## config.mk

```make
export PLATFORM = sky130hd
export DESIGN_NAME = pwm_chan
export DESIGN_NICKNAME = d
export VERILOG_FILES = /design/src/rtl/pwm_pkg.sv /design/src/rtl/pwm_regs.sv /design/src/rtl/pwm_timebase.sv /design/src/rtl/pwm_outstage.sv /design/src/rtl/pwm_chan.sv
export SDC_FILE = /design/constraint.sdc
export NUM_CORES = 1
export LEC_CHECK = 0
export BUFFER_PORTS_ARGS = -buffer_cell sky130_fd_sc_hd__buf_2
export CAP_MARGIN = 20
export CORE_ASPECT_RATIO = 1.25
export CORE_UTILIZATION = 60
export CTS_BUF_LIST = sky130_fd_sc_hd__clkbuf_4 sky130_fd_sc_hd__clkbuf_8 sky130_fd_sc_hd__clkbuf_16
export DETAILED_ROUTE_END_ITERATION = 16
export PLACE_DENSITY = 0.8
export SETUP_SLACK_MARGIN = 0.2
export SYNTH_ARGS = -nofsm -noshare
export SYNTH_HDL_FRONTEND = slang
export SYNTH_HIERARCHICAL = 1
export SYNTH_SLANG_ARGS = --single-unit
export TNS_END_PERCENT = 10
```

## constraint.sdc

```tcl
create_clock -name clk -period 3.7 [get_ports clk]
set_input_delay 0.37 -clock clk [delete_from_list [all_inputs] [get_ports clk]]
set_output_delay 0.37 -clock clk [all_outputs]
set_load 0.1 [all_outputs]
```

## src/rtl/pwm_pkg.sv

```systemverilog
package pwm_pkg;
  localparam int ADDR_W = 3;

  typedef enum logic [ADDR_W-1:0] {
    RA_CTRL  = 3'd0,
    RA_PER   = 3'd1,
    RA_WID   = 3'd2,
    RA_COUNT = 3'd3
  } reg_addr_e;

  localparam int BIT_EN   = 0;
  localparam int BIT_IE   = 1;
  localparam int BIT_INV  = 2;
  localparam int BIT_FLAG = 3;

  typedef struct packed {
    logic flag;
    logic inv;
    logic ie;
    logic en;
  } ctrl_t;
endpackage

```

## src/rtl/pwm_regs.sv

```systemverilog
module pwm_regs
  import pwm_pkg::*;
#(
  parameter int CW = 16
) (
  input  logic              clk,
  input  logic              rst_n,
  input  logic              sel_i,
  input  logic              wr_i,
  input  logic [ADDR_W-1:0] addr_i,
  input  logic [CW-1:0]     wdata_i,
  input  logic              wrap_i,
  input  logic [CW-1:0]     cnt_i,
  output logic [CW-1:0]     rdata_o,
  output ctrl_t             ctrl_o,
  output logic [CW-1:0]     per_buf_o,
  output logic [CW-1:0]     wid_buf_o
);
  localparam int CTRL_W = $bits(ctrl_t);

  ctrl_t         ctrl_q;
  logic [CW-1:0] per_q, wid_q;
  logic          wr_ctrl, wr_per, wr_wid, flag_clr;

  assign wr_ctrl  = sel_i && wr_i && (addr_i == RA_CTRL);
  assign wr_per   = sel_i && wr_i && (addr_i == RA_PER);
  assign wr_wid   = sel_i && wr_i && (addr_i == RA_WID);
  assign flag_clr = wr_ctrl && wdata_i[BIT_FLAG];

  always_ff @(posedge clk or negedge rst_n) begin
    if (!rst_n) begin
      ctrl_q <= '0;
      per_q  <= '0;
      wid_q  <= '0;
    end else begin
      if (wr_ctrl) begin
        ctrl_q.en  <= wdata_i[BIT_EN];
        ctrl_q.ie  <= wdata_i[BIT_IE];
        ctrl_q.inv <= wdata_i[BIT_INV];
      end
      // a wrap in the same cycle keeps the flag set
      ctrl_q.flag <= wrap_i | (ctrl_q.flag & ~flag_clr);
      if (wr_per) per_q <= wdata_i;
      if (wr_wid) wid_q <= wdata_i;
    end
  end

  always_comb begin
    rdata_o = '0;
    if (sel_i) begin
      case (addr_i)
        RA_CTRL:  rdata_o = {{(CW-CTRL_W){1'b0}}, ctrl_q};
        RA_PER:   rdata_o = per_q;
        RA_WID:   rdata_o = wid_q;
        RA_COUNT: rdata_o = cnt_i;
        default:  rdata_o = '0;
      endcase
    end
  end

  assign ctrl_o    = ctrl_q;
  assign per_buf_o = per_q;
  assign wid_buf_o = wid_q;
endmodule

```

## src/rtl/pwm_timebase.sv

```systemverilog
module pwm_timebase #(
  parameter int CW = 16
) (
  input  logic          clk,
  input  logic          rst_n,
  input  logic          en_i,
  input  logic          tick_i,
  input  logic [CW-1:0] per_buf_i,
  input  logic [CW-1:0] wid_buf_i,
  output logic [CW-1:0] cnt_o,
  output logic [CW-1:0] per_act_o,
  output logic [CW-1:0] wid_act_o,
  output logic          wrap_o
);
  logic [CW-1:0] cnt_q, per_q, wid_q, last_val;
  logic          wrap;

  // period 0 wraps to all ones: a full 2^CW count
  assign last_val = per_q - CW'(1);
  assign wrap     = en_i && tick_i && (cnt_q == last_val);

  always_ff @(posedge clk or negedge rst_n) begin
    if (!rst_n) begin
      cnt_q <= '0;
      per_q <= '0;
      wid_q <= '0;
    end else if (!en_i) begin
      cnt_q <= '0;
      per_q <= per_buf_i;
      wid_q <= wid_buf_i;
    end else if (tick_i) begin
      if (wrap) begin
        cnt_q <= '0;
        per_q <= per_buf_i;
        wid_q <= wid_buf_i;
      end else begin
        cnt_q <= cnt_q + CW'(1);
      end
    end
  end

  assign cnt_o     = cnt_q;
  assign per_act_o = per_q;
  assign wid_act_o = wid_q;
  assign wrap_o    = wrap;
endmodule

```

## src/rtl/pwm_outstage.sv

```systemverilog
module pwm_outstage #(
  parameter int CW = 16
) (
  input  logic          clk,
  input  logic          rst_n,
  input  logic          en_i,
  input  logic          inv_i,
  input  logic [CW-1:0] cnt_i,
  input  logic [CW-1:0] wid_i,
  output logic          pwm_o
);
  logic active, out_q;

  // width 0 never matches; width >= period always matches
  assign active = en_i && (cnt_i < wid_i);

  always_ff @(posedge clk or negedge rst_n) begin
    if (!rst_n) out_q <= 1'b0;
    else        out_q <= active ^ inv_i;
  end

  assign pwm_o = out_q;
endmodule

```

## src/rtl/pwm_chan.sv

```systemverilog
module pwm_chan
  import pwm_pkg::*;
#(
  parameter int CW = 16
) (
  input  logic              clk,
  input  logic              rst_n,
  input  logic              pwm_tick,
  input  logic              bus_sel,
  input  logic              bus_wr,
  input  logic [ADDR_W-1:0] bus_addr,
  input  logic [CW-1:0]     bus_wdata,
  output logic [CW-1:0]     bus_rdata,
  output logic              pwm_out,
  output logic              irq
);
  ctrl_t         ctrl;
  logic [CW-1:0] per_buf, wid_buf, cnt, per_act, wid_act;
  logic          wrap;
  logic          en_w, inv_w, flag_w;

  assign en_w   = ctrl.en;
  assign inv_w  = ctrl.inv;
  assign flag_w = ctrl.flag;

  pwm_regs #(.CW(CW)) regs_i (
    .clk(clk), .rst_n(rst_n),
    .sel_i(bus_sel), .wr_i(bus_wr), .addr_i(bus_addr), .wdata_i(bus_wdata),
    .wrap_i(wrap), .cnt_i(cnt), .rdata_o(bus_rdata), .ctrl_o(ctrl),
    .per_buf_o(per_buf), .wid_buf_o(wid_buf)
  );

  pwm_timebase #(.CW(CW)) tb_i (
    .clk(clk), .rst_n(rst_n), .en_i(en_w), .tick_i(pwm_tick),
    .per_buf_i(per_buf), .wid_buf_i(wid_buf),
    .cnt_o(cnt), .per_act_o(per_act), .wid_act_o(wid_act), .wrap_o(wrap)
  );

  pwm_outstage #(.CW(CW)) out_i (
    .clk(clk), .rst_n(rst_n), .en_i(en_w), .inv_i(inv_w),
    .cnt_i(cnt), .wid_i(wid_act), .pwm_o(pwm_out)
  );

  assign irq = ctrl.flag & ctrl.ie;
endmodule

```

Yosys cells after proc, flatten, opt, wreduce, memory -nomap -nowiden
Cells that the tools add are included.
{"block": "classes", "n_addsub": 2, "magnitude_cmp": 1, "eq_ne": 6, "n_mux": 11, "n_bitwise": 5, "n_reduce_logical": 10}
{"op": "two-way mux 16 bit", "n": 10}
{"op": "case mux 16 bit (4 select lines)", "n": 1}
{"op": "adder 16 x 1 -> 16 bit (second input constant)", "n": 1}
{"op": "equality test 16 bit", "n": 1}
{"op": "less-than comparator 16 bit", "n": 1}
{"op": "subtractor 16 x 1 -> 16 bit (second input constant)", "n": 1}
{"op": "logical AND 1 bit", "n": 8}
{"op": "equality test 3 x 2 -> 1 bit (second input constant)", "n": 2}
{"op": "equality test 3 x 1 -> 1 bit (second input constant)", "n": 1}
{"op": "zero test 3 bit", "n": 1}
{"op": "bitwise AND 1 bit", "n": 2}
{"op": "inequality test 2 x 1 -> 1 bit (second input constant)", "n": 1}
{"op": "inequality test 2 bit (second input constant)", "n": 1}
{"op": "AND reduction 2 bit", "n": 1}
{"op": "NOT 1 bit", "n": 1}
{"op": "bitwise OR 1 bit", "n": 1}
{"op": "XOR 1 bit", "n": 1}
{"block": "word_totals", "reg_bits": 85, "in_bits": 24, "output_inout_bits": 18, "wordCells": 45}

Longest topological paths before layout
{"block": "depth", "word_depth": 6, "ltp_mapped": 12, "ltp_nobuf": 10}

Cells and area by module
Netlist, hierarchy kept.
{"module": "pwm_timebase", "n_inst": 1, "cells_each": 233, "area_per_inst_um2": 2745.1, "seq_area_each_um2": 1201.2}
{"module": "pwm_regs", "n_inst": 1, "cells_each": 142, "area_per_inst_um2": 1870.5, "seq_area_each_um2": 900.9}
{"module": "pwm_outstage", "n_inst": 1, "cells_each": 54, "area_per_inst_um2": 446.7, "seq_area_each_um2": 25.0}
{"module": "pwm_chan", "n_inst": 1, "cells_each": 1, "area_per_inst_um2": 6.3, "seq_area_each_um2": 0.0}

Worst setup path before layout
No wires, ideal clock.
{"block": "synth_path", "path_type": "register to register", "start": "reg tb_i.per_q[0], in the netlist tb_i/per_act_o[0]", "end": "reg tb_i.per_q[10], in the netlist tb_i/per_act_o[10]", "setup_ps": 125, "t_arrival_ps": 2909, "required_ps": 3575, "slack_ps": 666, "path_stages_with_launch": 12, "n_path_buf": 2, "period_less_slack_ps": 3034, "cell_sequence": "dfrtp_1 > inv_1 > ha_1 > buf_2 > nor4b_2 > and3_1 > mux2i_1 > a211oi_1 > or4b_4 > o21ai_4 > buf_12 > mux2_4"}
{"block": "synth_via", "elab_chain_len": 5}
{"item": "start: declaration", "line": "pwm_timebase.sv:15", "rtl": "logic [CW-1:0] cnt_q, per_q, wid_q, last_val;"}
{"item": "start signal: assignment", "line": "pwm_timebase.sv:29", "rtl": "per_q <= per_buf_i;"}
{"item": "start signal: assignment", "line": "pwm_timebase.sv:34", "rtl": "per_q <= per_buf_i;"}
{"item": "subtractor 16 x 1 -> 16 bit", "line": "pwm_timebase.sv:19", "rtl": "assign last_val = per_q - CW'(1);"}
{"item": "equality test 16 bit", "line": "pwm_timebase.sv:20", "rtl": "assign wrap = en_i && tick_i && (cnt_q == last_val);"}
{"item": "logical AND 1 bit", "line": "pwm_timebase.sv:20"}
{"item": "inequality test 2 x 1 -> 1 bit (no line)"}
{"item": "AND reduction 2 bit (no line)"}
Every way passes these cells.
A chain may end at the register's enable or synchronous reset.

Final worst setup path
{"block": "layout_path", "start": "reg tb_i.per_q[0], in the netlist tb_i/per_act_o[0]", "end": "reg tb_i.per_q[15], in the netlist tb_i/per_act_o[15]"}
Same word-level chain as after synthesis.

==> flow_results.xml <==
<?xml version="1.0" encoding="UTF-8"?>
<metrics>
  <group name="run_status">
    <metric name="run_status" unit="">complete, no violations</metric>
  </group>
  <group name="finish">
    <metric name="layout.nets" unit="">507</metric>
    <metric name="diodes" unit="">0</metric>
    <metric name="post_route_cells_drive_above_1_share" unit="%">32.3</metric>
    <metric name="relative_area_change_from_synthesis_to_final_layout" unit="%">9.33</metric>
    <metric name="mostFrequentLayoutCells" unit="">dfrtp_1, mux2_2, buf_2, nor2_1, mux2_4</metric>
    <metric name="instances_no_fill" unit="">568</metric>
    <metric name="mostFrequentLayoutCell" unit="">dfrtp_1</metric>
    <metric name="finalInstanceArea" unit="sq um">5540</metric>
    <metric name="num-fill-cells" unit="">588</metric>
  </group>
  <group name="hold_path">
    <metric name="whs_endpoint" unit="">regs_i/ctrl_o[3]$_DFF_PN0_</metric>
    <metric name="holdPathStages" unit="">2</metric>
    <metric name="timing.hold.worst.class" unit="">in2reg</metric>
    <metric name="hold_start" unit="">bus_wdata[3]</metric>
  </group>
  <group name="timing">
    <metric name="period_utilisation_layout" unit="%">89.6</metric>
    <metric name="worst_slew_margin_rel" unit="%">41.6</metric>
    <metric name="fin_worst_hold_slack" unit="ps">225</metric>
    <metric name="timing.setup.tns" unit="ps">0</metric>
    <metric name="clock-skew-final" unit="ps">11.0</metric>
    <metric name="setup_ws" unit="ps">384</metric>
    <metric name="setup_viol" unit="">0</metric>
    <metric name="final_max_slew_viol_count" unit="">0</metric>
    <metric name="final.min_clock_period" unit="ps">3320</metric>
    <metric name="rsz_0062_raised_after_global_routing" unit="">false</metric>
    <metric name="worst_slew_pin_slew" unit="ps">876</metric>
    <metric name="maxClockFrequency" unit="GHz">0.302</metric>
    <metric name="report.final.hold_viol_count" unit="">0</metric>
  </group>
  <group name="routing">
    <metric name="detailedRoute.firstPassIterationCount" unit="">4</metric>
    <metric name="antenna_violating_nets_post_route" unit="">0</metric>
    <metric name="finalWirelength" unit="um">11000</metric>
    <metric name="routedWlPerCell" unit="um">19.3</metric>
    <metric name="drt_drc_violations_left" unit="">0</metric>
    <metric name="total_number_of_vias" unit="">3485</metric>
    <metric name="dr.first_iter.drc_count" unit="">225</metric>
    <metric name="vias_per_cell" unit="">6.14</metric>
  </group>
  <group name="cts">
    <metric name="worstSkewPairLatency" unit="ps">360</metric>
    <metric name="depth_of_the_cts_h_tree" unit="">3</metric>
    <metric name="cts_max_path_bufs" unit="">2</metric>
    <metric name="clk_transition_reported_paths" unit="ps">80</metric>
    <metric name="cts-buffers-inserted" unit="">9</metric>
    <metric name="tritoncts" unit="">done</metric>
    <metric name="post-cts-setup-buffer-count" unit="">0</metric>
    <metric name="clock_tree.root_cell" unit="">clkbuf_8</metric>
    <metric name="cts_num_sinks" unit="">85</metric>
  </group>
  <group name="power_and_ir_drop">
    <metric name="vdd_ir_drop_max" unit="V">0.000423</metric>
    <metric name="power_leakage" unit="nW">2.57</metric>
    <metric name="combinationalPowerShare" unit="%">33.4</metric>
    <metric name="power.sequential.fraction" unit="%">43.4</metric>
    <metric name="netSwitchingFraction" unit="%">34.9</metric>
    <metric name="cell_internal_pwr" unit="mW">2.21</metric>
    <metric name="power.switching" unit="mW">1.18</metric>
    <metric name="clock_power_share" unit="%">23.2</metric>
    <metric name="power_density_over_the_cells" unit="nW/um^2">612</metric>
  </group>
  <group name="worst_setup_path">
    <metric name="critical_path_peak_fanout" unit="">46</metric>
    <metric name="worst-setup-path-type" unit="">reg2reg</metric>
    <metric name="timing.critical_path.from_type" unit="">flop</metric>
    <metric name="rr_worst_depth" unit="">10</metric>
    <metric name="worst_r2r_endpoint" unit="">tb_i/per_act_o[15]$_DFFE_PN0P_</metric>
    <metric name="worstReg2RegStart" unit="">tb_i/per_act_o[0]$_DFFE_PN0P_</metric>
    <metric name="worst-endpoint-required" unit="ps">3940</metric>
    <metric name="ff2ff_setup_slack" unit="ps">380</metric>
    <metric name="worst_ep_arrival" unit="ps">3560</metric>
    <metric name="cp-end-kind" unit="">flop</metric>
  </group>
  <group name="global_route">
    <metric name="grtUsageTotal" unit="%">26.3</metric>
    <metric name="antenna_found_initial" unit="">0</metric>
    <metric name="grt-ovfl-total" unit="">0</metric>
    <metric name="grt_max_degree" unit="">86</metric>
    <metric name="vias_in_the_first_global_route" unit="">3489</metric>
    <metric name="grt_first_pass_wirelength" unit="um">17900</metric>
  </group>
  <group name="yosys">
    <metric name="synth.area.mux_share" unit="%">21.5</metric>
    <metric name="postSynth.asyncResetShare" unit="%">100</metric>
    <metric name="compound_cell_area_share_of_the_yosys_netlist" unit="%">8.57</metric>
    <metric name="ys_ff_latch" unit="">85</metric>
    <metric name="post-synth-top-area-cell" unit="">dfrtp_1</metric>
    <metric name="synthesis.yosys.warnings" unit="">6</metric>
    <metric name="syn_nets" unit="">471</metric>
    <metric name="synth_edf_count" unit="">0</metric>
    <metric name="synth_cell_type_count" unit="">71</metric>
    <metric name="synth_area_leaders" unit="">dfrtp_1, mux2_2, mux2_4</metric>
    <metric name="synth-simple-area-share" unit="%">13.0</metric>
    <metric name="synth_largest_type_area_fraction" unit="%">42.0</metric>
    <metric name="syn_avg_cell_area" unit="sq um">11.8</metric>
    <metric name="ys.flop_type" unit="">dfrtp_1</metric>
    <metric name="synthAdderAreaFrac" unit="%">4.20</metric>
    <metric name="netlist_area" unit="sq um">5070</metric>
    <metric name="post_synth_inst_count" unit="">430</metric>
    <metric name="synth_top_family_by_area" unit="">multiplexers</metric>
    <metric name="synth-seq-area-share" unit="%">42.0</metric>
    <metric name="synth_xor_area_share" unit="%">6.15</metric>
  </group>
  <group name="die">
    <metric name="design.die.area" unit="sq um">8820</metric>
    <metric name="rows" unit="">37</metric>
    <metric name="design.core.area" unit="sq um">8190</metric>
    <metric name="die_span_in_y" unit="um">105</metric>
    <metric name="floorplan.initialDensity" unit="%">61.9</metric>
    <metric name="io_pins" unit="">42</metric>
    <metric name="dieWidth" unit="um">84.2</metric>
  </group>
  <group name="placement">
    <metric name="post_place_instance_area" unit="sq um">5250</metric>
    <metric name="dp.final_hpwl" unit="um">7600</metric>
    <metric name="gp_congestion" unit="">0.922</metric>
    <metric name="port_buffers" unit="">41</metric>
    <metric name="dpl.cell_count" unit="">550</metric>
    <metric name="pre_cts_ws" unit="ps">399</metric>
  </group>
  <group name="run">
    <metric name="timing.max_cap.violations" unit="">0</metric>
  </group>
</metrics>
==> synthesized netlist by cell type (4+ instances only) <==
cell type	number
a22oi_1	12
nand4_1	9
ha_1	17
mux2_4	25
and2_1	4
xnor2_1	18
a21oi_1	7
clkbuf_1	5
and3_1	5
inv_1	19
o21ai_0	4
mux2_2	54
nand3_1	9
buf_6	5
mux2i_1	8
dfrtp_1	85
nor2_1	40
xor2_1	15
nand2b_1	8
nand2_1	14
==> critical path, cell delays in order (launching register included) <==
cell and delay (ps):
dfrtp_1 460, inv_1 90, ha_1 320, nor4b_4 320, and3_1 240, mux2i_1 210
a211oi_1 90, or4b_4 590, o21ai_4 160, buf_12 300, mux2_2 390
==> how the worst max path moves through the flow <==
stage | to | slack (ps) | startpoint
after floorplan | tb_i/per_act_o[10]$_DFFE_PN0P_ | 670 | tb_i/per_act_o[0]$_DFFE_PN0P_
after global placement | tb_i/per_act_o[6]$_DFFE_PN0P_ | 510 | tb_i/per_act_o[0]$_DFFE_PN0P_
after detailed placement | tb_i/per_act_o[15]$_DFFE_PN0P_ | 400 | tb_i/per_act_o[0]$_DFFE_PN0P_
after CTS | tb_i/per_act_o[15]$_DFFE_PN0P_ | 340 | tb_i/per_act_o[0]$_DFFE_PN0P_
after global routing | tb_i/per_act_o[15]$_DFFE_PN0P_ | 230 | tb_i/per_act_o[0]$_DFFE_PN0P_
final | tb_i/per_act_o[15]$_DFFE_PN0P_ | 380 | tb_i/per_act_o[0]$_DFFE_PN0P_
==> power by group through the flow <==
stage	combinational [mW]	sequential (mW)	clock [mW]
floorplan	0.931	1.40	0
global route	1.22	1.50	0.840
detailed placement	1.11	1.48	0
global placement	1.07	1.46	0
finish	1.13	1.47	0.789
CTS	1.11	1.46	0.806
==> logic make-up after synthesis <==
kind of cell,Yosys count
compound gates,54
xor+xnor,34
fa+ha+maj,17
buf+inv,38
flops,85
mux,88
simple gates,114
==> cell type report <==
| cell class | instances | area [sq um] | share of cell area (%) |
|---|---|---|---|
| clock buffers | 10 | 131 | 2.37 |
| multi-input cells | 307 | 2710 | 49.0 |
| inverters | 19 | 71.3 | 1.29 |
| clock inverters | 6 | 111 | 2.01 |
| repair buffers | 44 | 265 | 4.79 |
| flip-flops and latches | 85 | 2130 | 38.4 |
| well taps | 97 | 121 | 2.19 |
==> metal layers <==
| layer | share of wire (%) | GRT usage [%] | up-vias |
|---|---|---|---|
| li1 | - | - | 1622 |
| met1 | 45 | 36.2 | 1757 |
| met2 | 50 | 42.1 | 94 |
| met3 | 3.9 | 4.74 | 12 |
| met4 | 1.5 | 8.74 | 0 |
| met5 | 0 | 0 | - |
==> flip-flops by register name, summed over array words and instances, names as in the netlist <==
name	cells
out_i/pwm_o	1
tb_i/per_act_o	16
regs_i/wid_buf_o	16
tb_i/cnt_o	16
regs_i/per_buf_o	16
tb_i/wid_act_o	16
regs_i/ctrl_o	4
==> what timing repair did <==
action,CTS,global route
hold buffers,0,1
setup endpoints to repair,0,30
hold endpoints to repair,0,11
resized for setup,0,1
==> through the flow <==
step,power (mW),util (%)
floorplan,2.33,-
global placement,2.53,64.1
detailed placement,2.58,64.1
CTS,3.38,67.1
global route,3.57,67.6
finish,3.39,67.6
(Power assumes the default switching activity.)
